<file path="config.mk">
export PLATFORM = sky130hd
export DESIGN_NAME = periph_clk_gate
export DESIGN_NICKNAME = d
export VERILOG_FILES = /design/src/rtl/pcg_pkg.sv /design/src/rtl/pcg_wake_ctr.sv /design/src/rtl/pcg_addr_dec.sv /design/src/rtl/periph_clk_gate.sv
export SDC_FILE = /design/constraint.sdc
export NUM_CORES = 1
export LEC_CHECK = 0
export BUFFER_PORTS_ARGS = -buffer_cell sky130_fd_sc_hd__buf_2
export CAP_MARGIN = 20
export CORE_MARGIN = 2
export CORE_UTILIZATION = 51
export DETAILED_ROUTE_END_ITERATION = 8
export GPL_ROUTABILITY_DRIVEN = 1
export GPL_TIMING_DRIVEN = 0
export PLACE_DENSITY = 0.8
export SETUP_SLACK_MARGIN = 0.3
export SYNTH_ARGS = -nofsm -noshare
export SYNTH_HDL_FRONTEND = slang
export SYNTH_SLANG_ARGS = --single-unit
</file>
<file path="constraint.sdc">
create_clock -name clk_i -period 1.7 [get_ports clk_i]
set_input_delay 0.085 -clock clk_i [delete_from_list [all_inputs] [get_ports clk_i]]
set_output_delay 0.085 -clock clk_i [all_outputs]
set_load 0.03 [all_outputs]
</file>
<file path="src/rtl/pcg_pkg.sv">
package pcg_pkg;
  localparam int unsigned SLOT_W    = 4;
  localparam int unsigned FAULT_BIT = 10;

  typedef enum logic [1:0] {
    SEL_GATE  = 2'd0,
    SEL_READY = 2'd1,
    SEL_FAULT = 2'd2,
    SEL_NONE  = 2'd3
  } ctrl_sel_e;
endpackage

</file>
<file path="src/rtl/pcg_wake_ctr.sv">
module pcg_wake_ctr #(
  parameter int unsigned LAT = 2
) (
  input  logic clk_i,
  input  logic rst_ni,
  input  logic wr_i,
  input  logic bit_i,
  output logic en_o,
  output logic ready_o
);
  localparam int unsigned CW = $clog2(LAT + 1);
  localparam logic [CW-1:0] LOAD = CW'(LAT - 1);

  logic          en_q;
  logic [CW-1:0] cnt_q;

  always_ff @(posedge clk_i or negedge rst_ni) begin
    if (!rst_ni) begin
      en_q  <= 1'b0;
      cnt_q <= '0;
    end else begin
      if (wr_i) en_q <= bit_i;
      if (wr_i && bit_i && !en_q)      cnt_q <= LOAD;      // rising enable only
      else if (wr_i && !bit_i)         cnt_q <= '0;
      else if (en_q && cnt_q != '0)    cnt_q <= cnt_q - 1'b1;
    end
  end

  assign en_o    = en_q;
  assign ready_o = en_q && (cnt_q == '0);

  generate
    if (LAT > 1) begin : g_wake_chk

      wake_delay_chk: assert property (@(posedge clk_i) disable iff (!rst_ni)
        (en_q && !$past(en_q)) |-> !ready_o);
    end
  endgenerate


  ready_hold_chk: assert property (@(posedge clk_i) disable iff (!rst_ni)
    ($past(ready_o) && en_q && $past(en_q)) |-> ready_o);
endmodule

</file>
<file path="src/rtl/pcg_addr_dec.sv">
module pcg_addr_dec #(
  parameter int unsigned ADDR_W = 16,
  parameter int unsigned NUM    = 10
) (
  input  logic [ADDR_W-1:0]         addr_i,
  output pcg_pkg::ctrl_sel_e        sel_o,
  output logic                      periph_hit_o,
  output logic [pcg_pkg::SLOT_W-1:0] periph_idx_o,
  output logic                      unmapped_o
);
  import pcg_pkg::*;
  localparam int unsigned OFF_W = ADDR_W - SLOT_W;

  logic [SLOT_W-1:0] slot;
  logic [OFF_W-1:0]  off;
  logic              unused_off;

  assign slot       = addr_i[ADDR_W-1:OFF_W];
  assign off        = addr_i[OFF_W-1:0];
  assign unused_off = ^off;

  always_comb begin
    sel_o        = SEL_NONE;
    periph_hit_o = 1'b0;
    periph_idx_o = slot - 1'b1;
    unmapped_o   = 1'b0;
    if (slot == '0) begin
      unique case (off)
        OFF_W'(0): sel_o = SEL_GATE;
        OFF_W'(4): sel_o = SEL_READY;
        OFF_W'(8): sel_o = SEL_FAULT;
        default:   unmapped_o = 1'b1;
      endcase
    end else if (32'(periph_idx_o) < NUM) begin
      periph_hit_o = 1'b1;
    end else begin
      unmapped_o = 1'b1;
    end
  end
endmodule

</file>
<file path="src/rtl/periph_clk_gate.sv">
module periph_clk_gate #(
  parameter int unsigned N_GPIO   = 6,
  parameter int unsigned N_UART   = 4,
  parameter int unsigned GPIO_LAT = 2,
  parameter int unsigned UART_LAT = 6,
  parameter int unsigned ADDR_W   = 16,
  parameter int unsigned DATA_W   = 32
) (
  input  logic                       clk_i,
  input  logic                       rst_ni,
  input  logic                       req_i,
  input  logic                       we_i,
  input  logic [ADDR_W-1:0]          addr_i,
  input  logic [DATA_W-1:0]          wdata_i,
  output logic                       resp_valid_o,
  output logic [DATA_W-1:0]          rdata_o,
  output logic                       err_o,
  output logic [N_GPIO+N_UART-1:0]   clk_en_o
);
  import pcg_pkg::*;
  localparam int unsigned NUM    = N_GPIO + N_UART;
  localparam int unsigned SLOT_N = 2 ** SLOT_W;

  ctrl_sel_e         sel;
  logic              periph_hit, unmapped;
  logic [SLOT_W-1:0] periph_idx;

  pcg_addr_dec #(.ADDR_W(ADDR_W), .NUM(NUM)) i_dec (
    .addr_i      (addr_i),
    .sel_o       (sel),
    .periph_hit_o(periph_hit),
    .periph_idx_o(periph_idx),
    .unmapped_o  (unmapped)
  );

  logic           wr_gate;
  logic [NUM-1:0] en, ready;
  logic [SLOT_N-1:0] ready_ext;

  assign wr_gate = req_i && we_i && (sel == SEL_GATE);

  for (genvar i = 0; i < NUM; i++) begin : g_inst
    localparam int unsigned LAT = (i < N_GPIO) ? GPIO_LAT : UART_LAT;
    pcg_wake_ctr #(.LAT(LAT)) i_ctr (
      .clk_i  (clk_i),
      .rst_ni (rst_ni),
      .wr_i   (wr_gate),
      .bit_i  (wdata_i[i]),
      .en_o   (en[i]),
      .ready_o(ready[i])
    );
  end

  assign ready_ext = SLOT_N'(ready);
  assign clk_en_o  = en;

  logic early_acc, fault_clr;
  logic fault_q, resp_q, err_q;
  logic [DATA_W-1:0] rdata_q, rd_mux;
  logic unused_wdata;

  assign unused_wdata = ^wdata_i;
  assign early_acc = req_i && periph_hit && !ready_ext[periph_idx];
  assign fault_clr = req_i && we_i && (sel == SEL_FAULT) && wdata_i[FAULT_BIT];

  always_comb begin
    rd_mux = '0;
    if (!we_i && periph_hit == 1'b0) begin
      unique case (sel)
        SEL_GATE:  rd_mux = DATA_W'(en);
        SEL_READY: rd_mux = DATA_W'(ready);
        SEL_FAULT: rd_mux = DATA_W'(fault_q) << FAULT_BIT;
        default:   rd_mux = '0;
      endcase
    end
  end

  always_ff @(posedge clk_i or negedge rst_ni) begin
    if (!rst_ni) begin
      fault_q <= 1'b0;
      resp_q  <= 1'b0;
      err_q   <= 1'b0;
      rdata_q <= '0;
    end else begin
      resp_q <= req_i;
      err_q  <= req_i && (early_acc || unmapped);
      rdata_q <= req_i ? rd_mux : '0;
      if (early_acc)      fault_q <= 1'b1;
      else if (fault_clr) fault_q <= 1'b0;
    end
  end

  assign resp_valid_o = resp_q;
  assign err_o        = err_q;
  assign rdata_o      = rdata_q;


  resp_follows_req_chk: assert property (@(posedge clk_i) disable iff (!rst_ni)
    req_i |=> resp_valid_o);

  no_spurious_resp_chk: assert property (@(posedge clk_i) disable iff (!rst_ni)
    !req_i |=> !resp_valid_o);

  fault_cause_chk: assert property (@(posedge clk_i) disable iff (!rst_ni)
    (fault_q && !$past(fault_q)) |-> $past(req_i && periph_hit && !ready_ext[periph_idx]));

  ready_rd_ok_chk: assert property (@(posedge clk_i) disable iff (!rst_ni)
    (req_i && sel == SEL_READY && !unmapped) |=> !err_o);

  unmapped_noflag_chk: assert property (@(posedge clk_i) disable iff (!rst_ni)
    (req_i && unmapped && !fault_q) |=> (err_o && !fault_q));

  clk_off_chk: assert property (@(posedge clk_i) disable iff (!rst_ni)
    (wr_gate && !wdata_i[0]) |=> (!clk_en_o[0] && !ready[0]));
endmodule

</file>
==> impl_metrics.yaml, run 1 <==
final_layout:
  layout_common_cells: "buf_2, dfrtp_1, buf_4"
  nets: 478
  fill_cells: 380
  final_common_cell: "buf_2"
  diodes: 0
  drive_gt1_frac: 0.4442
  syn_to_final_growth_pct: 40.10
  final_cells: 484
global_route:
  antenna_found_initial: 0
  grt_max_degree: 49
  grt.overflow.total: 0
  grt_pass1_vias: 2586
  gr-usage-all-layers: 0.2505
  grt_pass1_wl_mm: 12.34
sta:
  worst_slack_ns: 0.1238
  finalSetupTns_ns: 0
  period_minus_slack_ns: 1.576
  max_freq_mhz: 634.4
  period_share: 0.9272
  hold_slack_ns: 0.04008
  clock_skew_ns: 0.006208
  setup_viol: 0
  rsz0062_at_grt: "true"
  finalHoldViolations: 0
  final_max_slew_viol_count: 0
synthesis:
  synth-simple-area-share: 0.1707
  synth_top_family_by_area: "compound AO/OA/AOI/OAI gates"
  synth-async-reset-ratio: 1.000
  ys_ff_latch: 48
  ys_warn_count: 0
  ys_seq_area_frac: 0.4035
  yosysUniqueCellTypes: 49
  syn_area_um2: 2977
  yosys.area.top_type: "dfrtp_1"
  synth.mux.area_fraction: 0.04456
  avgSynthCellArea_um2: 9.510
  synth_fa_ha_area_frac: 0.06305
  synth_xor_xnor_area_share: 0.01471
  synth_ff_type: "dfrtp_1"
  synth_edf_count: 0
  synth.top_cell.area_share: 0.4035
  synth_area_leaders: "dfrtp_1, buf_4, ha_1, a21oi_1, o211a_1"
  syn_inst: 313
  synth_compound_area_frac: 0.1774
clock_tree:
  cts_sinks: 48
  ctsLongestPathBuffers: 2
  cts_made_buffers: 5
  cts_tree: "built"
  h-tree-depth: 2
  cts_root_buf: "clkbuf_8"
  insertion_delay_ns: 0.31
  clk_pin_slew_ns: 0.09
detailed_routing:
  firstDrtPassIters: 4
  wl_per_cell_um: 16.23
  drt_wl_total_mm: 7.854
  drc: 0
  routed_via_density: 5.543
  dr.first_iter.drc_count: 183
  vias: 2683
  antenna_left: 0
worst_setup_path:
  cp-start-kind: "register"
  worstPathMaxFanout: 3
  cp_cell_sequence: "inv_1 > ha_2 > ha_4 > nand3_2 > a211oi_2 > a2111o_1 > o22ai_2"
  critical_path_class: "reg -> reg"
  required_ns: 1.93
  critPathCaptureType: "register"
  critPathTopFamily: "compound AO/OA/AOI/OAI gates"
  critical-path-max-stage-delay_ns: 0.41
  cp_num_buf_inv: 1
  cpMaxStageDelayCell: "a2111o_1"
  critPathArrivalTime_ns: 1.80
worst_hold_path:
  hp-class: "in -> reg"
placed_design:
  place_inst: 458
  dp_slack_ns: -0.4662
  dp_hpwl_mm: 5.110
  portBuffers: 53
  gp_congestion: 0.7750
floorplanning:
  coreArea_um2: 5574
  die_area_um2: 6463
  die-width_um: 80.40
  die_h_um: 80.40
  num_io_pins: 96
  rows: 27
  initial_utilization: 0.5340
run:
  cap_violations: 0
run_status:
  status: "finished clean"
power_and_ir_drop:
  p_per_area_nw_per_um2: 557.1
  leakagePower_uw: 0.002198
  irDropWorstVdd_uv: 397.8
## per-layer routing
| layer | up-vias | share of wire | global-route usage |
|---|---|---|---|
| li1 | 1259 | - | - |
| met1 | 1301 | 0.39 | 0.2913 |
| met2 | 100 | 0.53 | 0.4375 |
| met3 | 23 | 0.060 | 0.05618 |
| met4 | 0 | 0.021 | 0.1136 |
| met5 | - | 0 | 0 |
## report_power, final
part	switching (µW)	internal (µW)	leakage (µW)	total, µW
logic	208	131	0.00155	340
registers	2.52	1150	0.000588	1150
clock network	397	437	0.0000552	834
total	608	1720	0.00220	2320
## area by class of cell
type	instances	area, µm²	share of cell area
buffer	38	331.6	0.07951
tap	72	90.09	0.02160
multi-input combinational	218	1883	0.4515
sequential	48	1201	0.2880
clock inverter	2	35.03	0.008401
timing repair buffer	71	445.4	0.1068
clock buffer	6	72.57	0.01740
inverter	29	111.4	0.02670
## repair_timing
action	in CTS	in global routing
hold buffers	2	1
gates resized for setup	29	26
setup buffers	10	4
endpoints found under the setup margin	46	42
endpoints found under the hold margin	2	13
pin swaps	8	7
## worst register-to-register path: cells and delay by family, from the launching register on
family / cells / cell delay (ns)
adder cells (fa/ha/maj): 2 / 0.35
AND/OR/NAND/NOR: 1 / 0.08
buffers and inverters: 1 / 0.05
AO/OA/AOI/OAI: 3 / 0.65
flip-flops: 1 / 0.37
## Yosys cell counts (5+ instances only)
cell	count
nor3_1	11
nand2_1	17
o31ai_1	8
dfrtp_1	48
nand3_1	5
inv_1	29
nor2_1	19
o22ai_1	5
a211oi_1	11
buf_4	32
ha_1	15
nor4_1	5
clkbuf_1	6
a21oi_1	23
o211a_1	11
mux2_2	9
and2_1	5
o21ai_0	5
## through the flow
step,area [µm²],total power (µW),utilization
floorplan,3307,1358,-
global route,4170,2419,0.7481
detailed placement,3662,1462,0.6570
CTS,4004,2304,0.7183
global placement,3662,1459,0.6570
finish,4170,2323,0.7481
## registers in the layout, summed over array words and instances (netlist names)
name                flops
g_inst.i_ctr.cnt_q     24
resp_valid_o            1
err_o                   1
g_inst.i_ctr.en_o      10
rdata_o                11
fault_q                 1
## logic make-up after synthesis
| family | count (synthesis) |
|---|---|
| mux | 12 |
| other cells | 1 |
| xor+xnor | 5 |
| fa+ha+maj | 15 |
| buf+inv | 67 |
| flops | 48 |
| simple gates | 91 |
| compound gates | 74 |
## worst paths after layout
path | startpoint | endpoint | slack [ns] | depth (start not counted)
worst min register to register | fault_q$_DFFE_PN0P_ | fault_q$_DFFE_PN0P_ | 0.50 | 2
worst min-delay path | wdata_i[4] | g_inst[4].i_ctr.en_o$_DFFE_PN0N_ | 0.04 | 2
worst max register to register | g_inst[6].i_ctr.cnt_q[0]$_DFFE_PN0P_ | err_o$_DFF_PN0_ | 0.12 | 7
max in group asynchronous | rst_ni | rdata_o[6]$_DFF_PN0_ | 1.02 | 3
worst max-delay path | g_inst[6].i_ctr.cnt_q[0]$_DFFE_PN0P_ | err_o$_DFF_PN0_ | 0.12 | 7
min in group asynchronous | rst_ni | rdata_o[8]$_DFF_PN0_ | 0.18 | 2
(Power assumes the default switching activity.)
==> run 2: changes to the inputs <==
- REMOVE_ABC_BUFFERS: unset -> 1
==> impl_metrics.yaml, run 2 (synthesis results as in run 1) <==
run_status:
  status: "finished clean"
clock_tree:
  insertion_delay_ns: 0.31
  clk_pin_slew_ns: 0.09
  ctsLongestPathBuffers: 2
  cts_sinks: 48
  cts_root_buf: "clkbuf_8"
  cts_made_buffers: 5
  cts_tree: "built"
  h-tree-depth: 2
sta:
  clock_skew_ns: 0.006919
  setup_viol: 0
  max_freq_mhz: 625.0
  rsz0062_at_grt: "true"
  period_share: 0.9411
  slew_headroom: 0.4741
  hold_slack_ns: 0.01321
  period_minus_slack_ns: 1.600
  worst_slack_ns: 0.1001
  finalHoldViolations: 0
  final_max_slew_viol_count: 0
  tightest_slew_ns: 0.7865
global_route:
  gr-usage-all-layers: 0.2383
  grt_pass1_wl_mm: 11.61
  grt.overflow.total: 0
  grt_pass1_vias: 2417
  antenna_found_initial: 0
  grt_max_degree: 49
final_layout:
  regMostFlops: "g_inst.i_ctr.cnt_q"
  fill_cells: 407
  largest_reg_flops: 24
  multi_input_area_um2: 1724
  nets: 452
  layout_common_cells: "buf_2, dfrtp_1, inv_1"
  diodes: 0
  drive_gt1_frac: 0.3601
  final_cells: 458
  final_common_cell: "buf_2"
  syn_to_final_growth_pct: 27.15
  seq_area_um2: 1201
worst_setup_path:
  worstPathMaxFanout: 5
  critPathCaptureType: "register"
  critical_path_class: "reg -> reg"
  critPathArrivalTime_ns: 1.78
  cp-start-kind: "register"
  required_ns: 1.88
detailed_routing:
  antenna_left: 0
  wl_per_cell_um: 16.81
  vias: 2605
  dr.first_iter.drc_count: 148
  drc: 0
  routed_via_density: 5.688
  firstDrtPassIters: 4
  drt_wl_total_mm: 7.698
floorplanning:
  coreArea_um2: 5574
  num_io_pins: 96
  die_area_um2: 6463
  rows: 27
  initial_utilization: 0.5340
  die_h_um: 80.40
  die-width_um: 80.40
placed_design:
  gp_congestion: 0.8234
  dp_hpwl_mm: 4.118
  portBuffers: 53
  dp_slack_ns: -1.209
  place_inst: 420
power_and_ir_drop:
  pwr-share-clk: 0.365
  report.power.total_uw: 2287
  intPower_uw: 1682
  p_per_area_nw_per_um2: 604.4
  swShare: 0.2646
  p_comb_frac: 0.133
  power.net_switching_uw: 605.3
  seqPwrFrac: 0.503
  irDropWorstVdd_uv: 308.9
  leakagePower_uw: 0.001989
worst_hold_path:
  hp-class: "in -> reg"
run:
  cap_violations: 0
[run 2: cell count changes in the layout (fill, tap and decap cells not counted), sizes merged]
cell	before	now
buf	101	79
clkbuf	11	5
clkinv	1	2
clkinvlp	0	1
dlygate4sd3	3	2
inv	29	28
nand3b	3	4
nand4	2	3
[run 2: final timing paths]
| path | end | slack, ns | startpoint | cells past startpoint |
|---|---|---|---|---|
| min in group asynchronous | rdata_o[4]$_DFF_PN0_ | 0.26 | rst_ni | 2 |
| max | fault_q$_DFFE_PN0P_ | 0.10 | g_inst[8].i_ctr.cnt_q[0]$_DFFE_PN0P_ | 7 |
| max in group asynchronous | g_inst[1].i_ctr.en_o$_DFFE_PN0N_ | 0.91 | rst_ni | 3 |
| min reg2reg | fault_q$_DFFE_PN0P_ | 0.51 | fault_q$_DFFE_PN0P_ | 2 |
| max reg2reg | fault_q$_DFFE_PN0P_ | 0.10 | g_inst[8].i_ctr.cnt_q[0]$_DFFE_PN0P_ | 7 |
| min | g_inst[2].i_ctr.cnt_q[0]$_DFFE_PN0P_ | 0.01 | wdata_i[2] | 2 |
[run 2: worst max-delay path, stage by stage, from the launching register on]
cell	delay [ns]
dfrtp_1	0.38
inv_2	0.07
ha_1	0.17
ha_2	0.23
nand3_1	0.11
o2111a_1	0.19
mux2i_2	0.21
o21ai_0	0.12
[run 2: cell type report]
class,count,share of cell area
inverters,29,0.03207
clock buffers,5,0.01818
repair buffers,81,0.1418
flip-flops and latches,48,0.3174
clock inverters,3,0.01124
well taps,72,0.02380
multi-input cells,220,0.4555
[run 2: power by group through the flow]
stage	clock network [µW]	logic, µW	registers, µW
after floorplan	0	118	1180
after global placement	0	221	1170
after detailed placement	0	224	1170
after CTS	847	258	1150
after global routing	895	326	1150
final	835	303	1150
[run 2: repair_timing]
item                       4_1_cts  5_1_grt
gates cloned                     2        0
hold buffers                     1        1
gates resized for setup         36       26
setup endpoints to repair       47       45
pin swaps                       12        6
hold endpoints to repair         1       19
setup buffers                   19        6
[run 2: per-stage QoR]
step | util | cell area, µm² | setup TNS (ns)
finish | 0.6790 | 3785 | 0
global route | 0.6790 | 3785 | 0
CTS | 0.6415 | 3576 | 0
detailed placement | 0.5641 | 3144 | -36.07
global placement | 0.5641 | 3144 | -34.25
floorplan | - | 2789 | -3.010
[run 2: per-layer routing]
metal  routed length (µm)  global-route usage
met5                    0                   0
met4                  179             0.09831
met3                  555             0.04607
met2                 3744              0.3925
met1                 3219              0.3069
==> run 3: changes to the inputs <==
- RECOVER_POWER: unset -> 100
==> impl_metrics.yaml, run 3 (synthesis results as in run 1) <==
detailed_routing:
  wl_per_cell_um: 16.93
  firstDrtPassIters: 4
  drc: 0
  vias: 2616
  dr.first_iter.drc_count: 168
  antenna_left: 0
  drt_wl_total_mm: 7.752
  routed_via_density: 5.712
power_and_ir_drop:
  p_per_area_nw_per_um2: 620.4
  leakagePower_uw: 0.001860
  irDropWorstVdd_uv: 306.4
placed_design:
  dp_hpwl_mm: 4.118
  portBuffers: 53
  gp_congestion: 0.8234
worst_setup_path:
  critPathArrivalTime_ns: 1.89
  cp-start-kind: "primary input"
  critical_path_class: "in -> reg"
  critPathCaptureType: "register"
  worstPathMaxFanout: 8
  required_ns: 1.95
final_layout:
  drive_gt1_frac: 0.2591
  nets: 452
  layout_common_cells: "dfrtp_1, clkbuf_1, buf_2"
  fill_cells: 438
  final_common_cell: "dfrtp_1"
  regMostFlops: "g_inst.i_ctr.cnt_q"
  largest_reg_flops: 24
  syn_to_final_growth_pct: 23.88
  diodes: 0
sta:
  finalHoldViolations: 0
  clock_skew_ns: 0.006443
  setup_viol: 0
  tightest_slew_ns: 1.171
  final_max_slew_viol_count: 0
  rsz0062_at_grt: "true"
  period_minus_slack_ns: 1.639
  finalSetupTns_ns: 0
  period_share: 0.9643
  hold_slack_ns: 0.01253
  max_freq_mhz: 610.0
  slew_headroom: 0.2191
clock_tree:
  cts_root_buf: "clkbuf_8"
  h-tree-depth: 2
  ctsLongestPathBuffers: 2
  insertion_delay_ns: 0.31
  cts_sinks: 48
  clk_pin_slew_ns: 0.09
  cts_tree: "built"
  cts_made_buffers: 5
floorplanning:
  coreArea_um2: 5574
  die-width_um: 80.40
  die_h_um: 80.40
  num_io_pins: 96
  die_area_um2: 6463
  initial_utilization: 0.5340
  rows: 27
run_status:
  status: "finished clean"
global_route:
  grt_pass1_vias: 2417
  grt_pass1_wl_mm: 11.61
  grt.overflow.total: 0
  gr-usage-all-layers: 0.2383
  antenna_found_initial: 0
  grt_max_degree: 49
worst_hold_path:
  hp-class: "in -> reg"
run:
  cap_violations: 0
-- run 3: cell count changes in the layout (fill, tap and decap cells not counted), moves of 2 or more --
| cell | change |
|---|---|
| nand2b_4 | -2 |
| buf_2 | -25 |
| buf_4 | -5 |
| nand2b_1 | +2 |
| clkbuf_1 | +30 |
-- run 3: repair_timing --
action                     4_1_cts  5_1_grt
hold buffers                     1        1
setup endpoints to repair       47       45
setup buffers                   19        6
gates cloned                     2        0
pin swaps                       12        6
hold endpoints to repair         1       19
gates resized for setup         36       26
-- run 3: critical path: stages --
cell and delay (ns):
buf_16 0.13, clkinv_8 0.05, ha_4 0.16, nor3b_1 0.46
nand4_4 0.18, clkbuf_1 0.19, nor4b_4 0.25, buf_4 0.20
o211a_1 0.18
-- run 3: final timing paths --
| path | from | to | slack, ns | cells after the start |
|---|---|---|---|---|
| max in group asynchronous | rst_ni | rdata_o[1]$_DFF_PN0_ | 0.43 | 3 |
| min in group asynchronous | rst_ni | rdata_o[4]$_DFF_PN0_ | 0.52 | 2 |
| hold reg to reg | fault_q$_DFFE_PN0P_ | fault_q$_DFFE_PN0P_ | 0.52 | 2 |
| setup / recovery | addr_i[12] | rdata_o[8]$_DFF_PN0_ | 0.06 | 9 |
| hold / removal | wdata_i[2] | g_inst[2].i_ctr.cnt_q[0]$_DFFE_PN0P_ | 0.01 | 2 |
| setup reg to reg | g_inst[8].i_ctr.cnt_q[0]$_DFFE_PN0P_ | fault_q$_DFFE_PN0P_ | 0.09 | 7 |
-- run 3: final cells by class --
| class | instances | area [µm²] | area share |
|---|---|---|---|
| clock buffers | 5 | 68.82 | 0.01866 |
| clock inverters | 3 | 42.54 | 0.01154 |
| inverters | 29 | 121.4 | 0.03291 |
| multi-input cells | 220 | 1680 | 0.4557 |
| flip-flops and latches | 48 | 1201 | 0.3258 |
| well taps | 72 | 90.09 | 0.02443 |
| repair buffers | 81 | 483.0 | 0.1310 |
-- run 3: power breakdown --
group          switching (µW)  internal (µW)  total (µW)
Combinational             203           96.2         299
Clock                     403            436         839
Sequential               2.58           1150        1150
-- run 3: per-stage QoR --
stage	setup slack, ns	util	std cells	instance area [µm²]	power (µW)
floorplan	-0.2295	-	295	2789	1300
global placement	-1.086	0.5641	420	3144	1393
detailed placement	-1.209	0.5641	420	3144	1397
CTS	0.1862	0.6415	450	3576	2255
global route	0.04064	0.6615	458	3687	2366
finish	0.06069	0.6615	458	3687	2288
-- run 3: per-layer routing --
| metal | routed length [µm] | GRT usage | vias to the layer above |
|---|---|---|---|
| met3 | 551 | 0.04607 | 21 |
| met5 | 0 | 0 | - |
| met4 | 216 | 0.09831 | 0 |
| met1 | 3233 | 0.3069 | 1265 |
| met2 | 3750 | 0.3925 | 114 |
| li1 | - | - | 1216 |
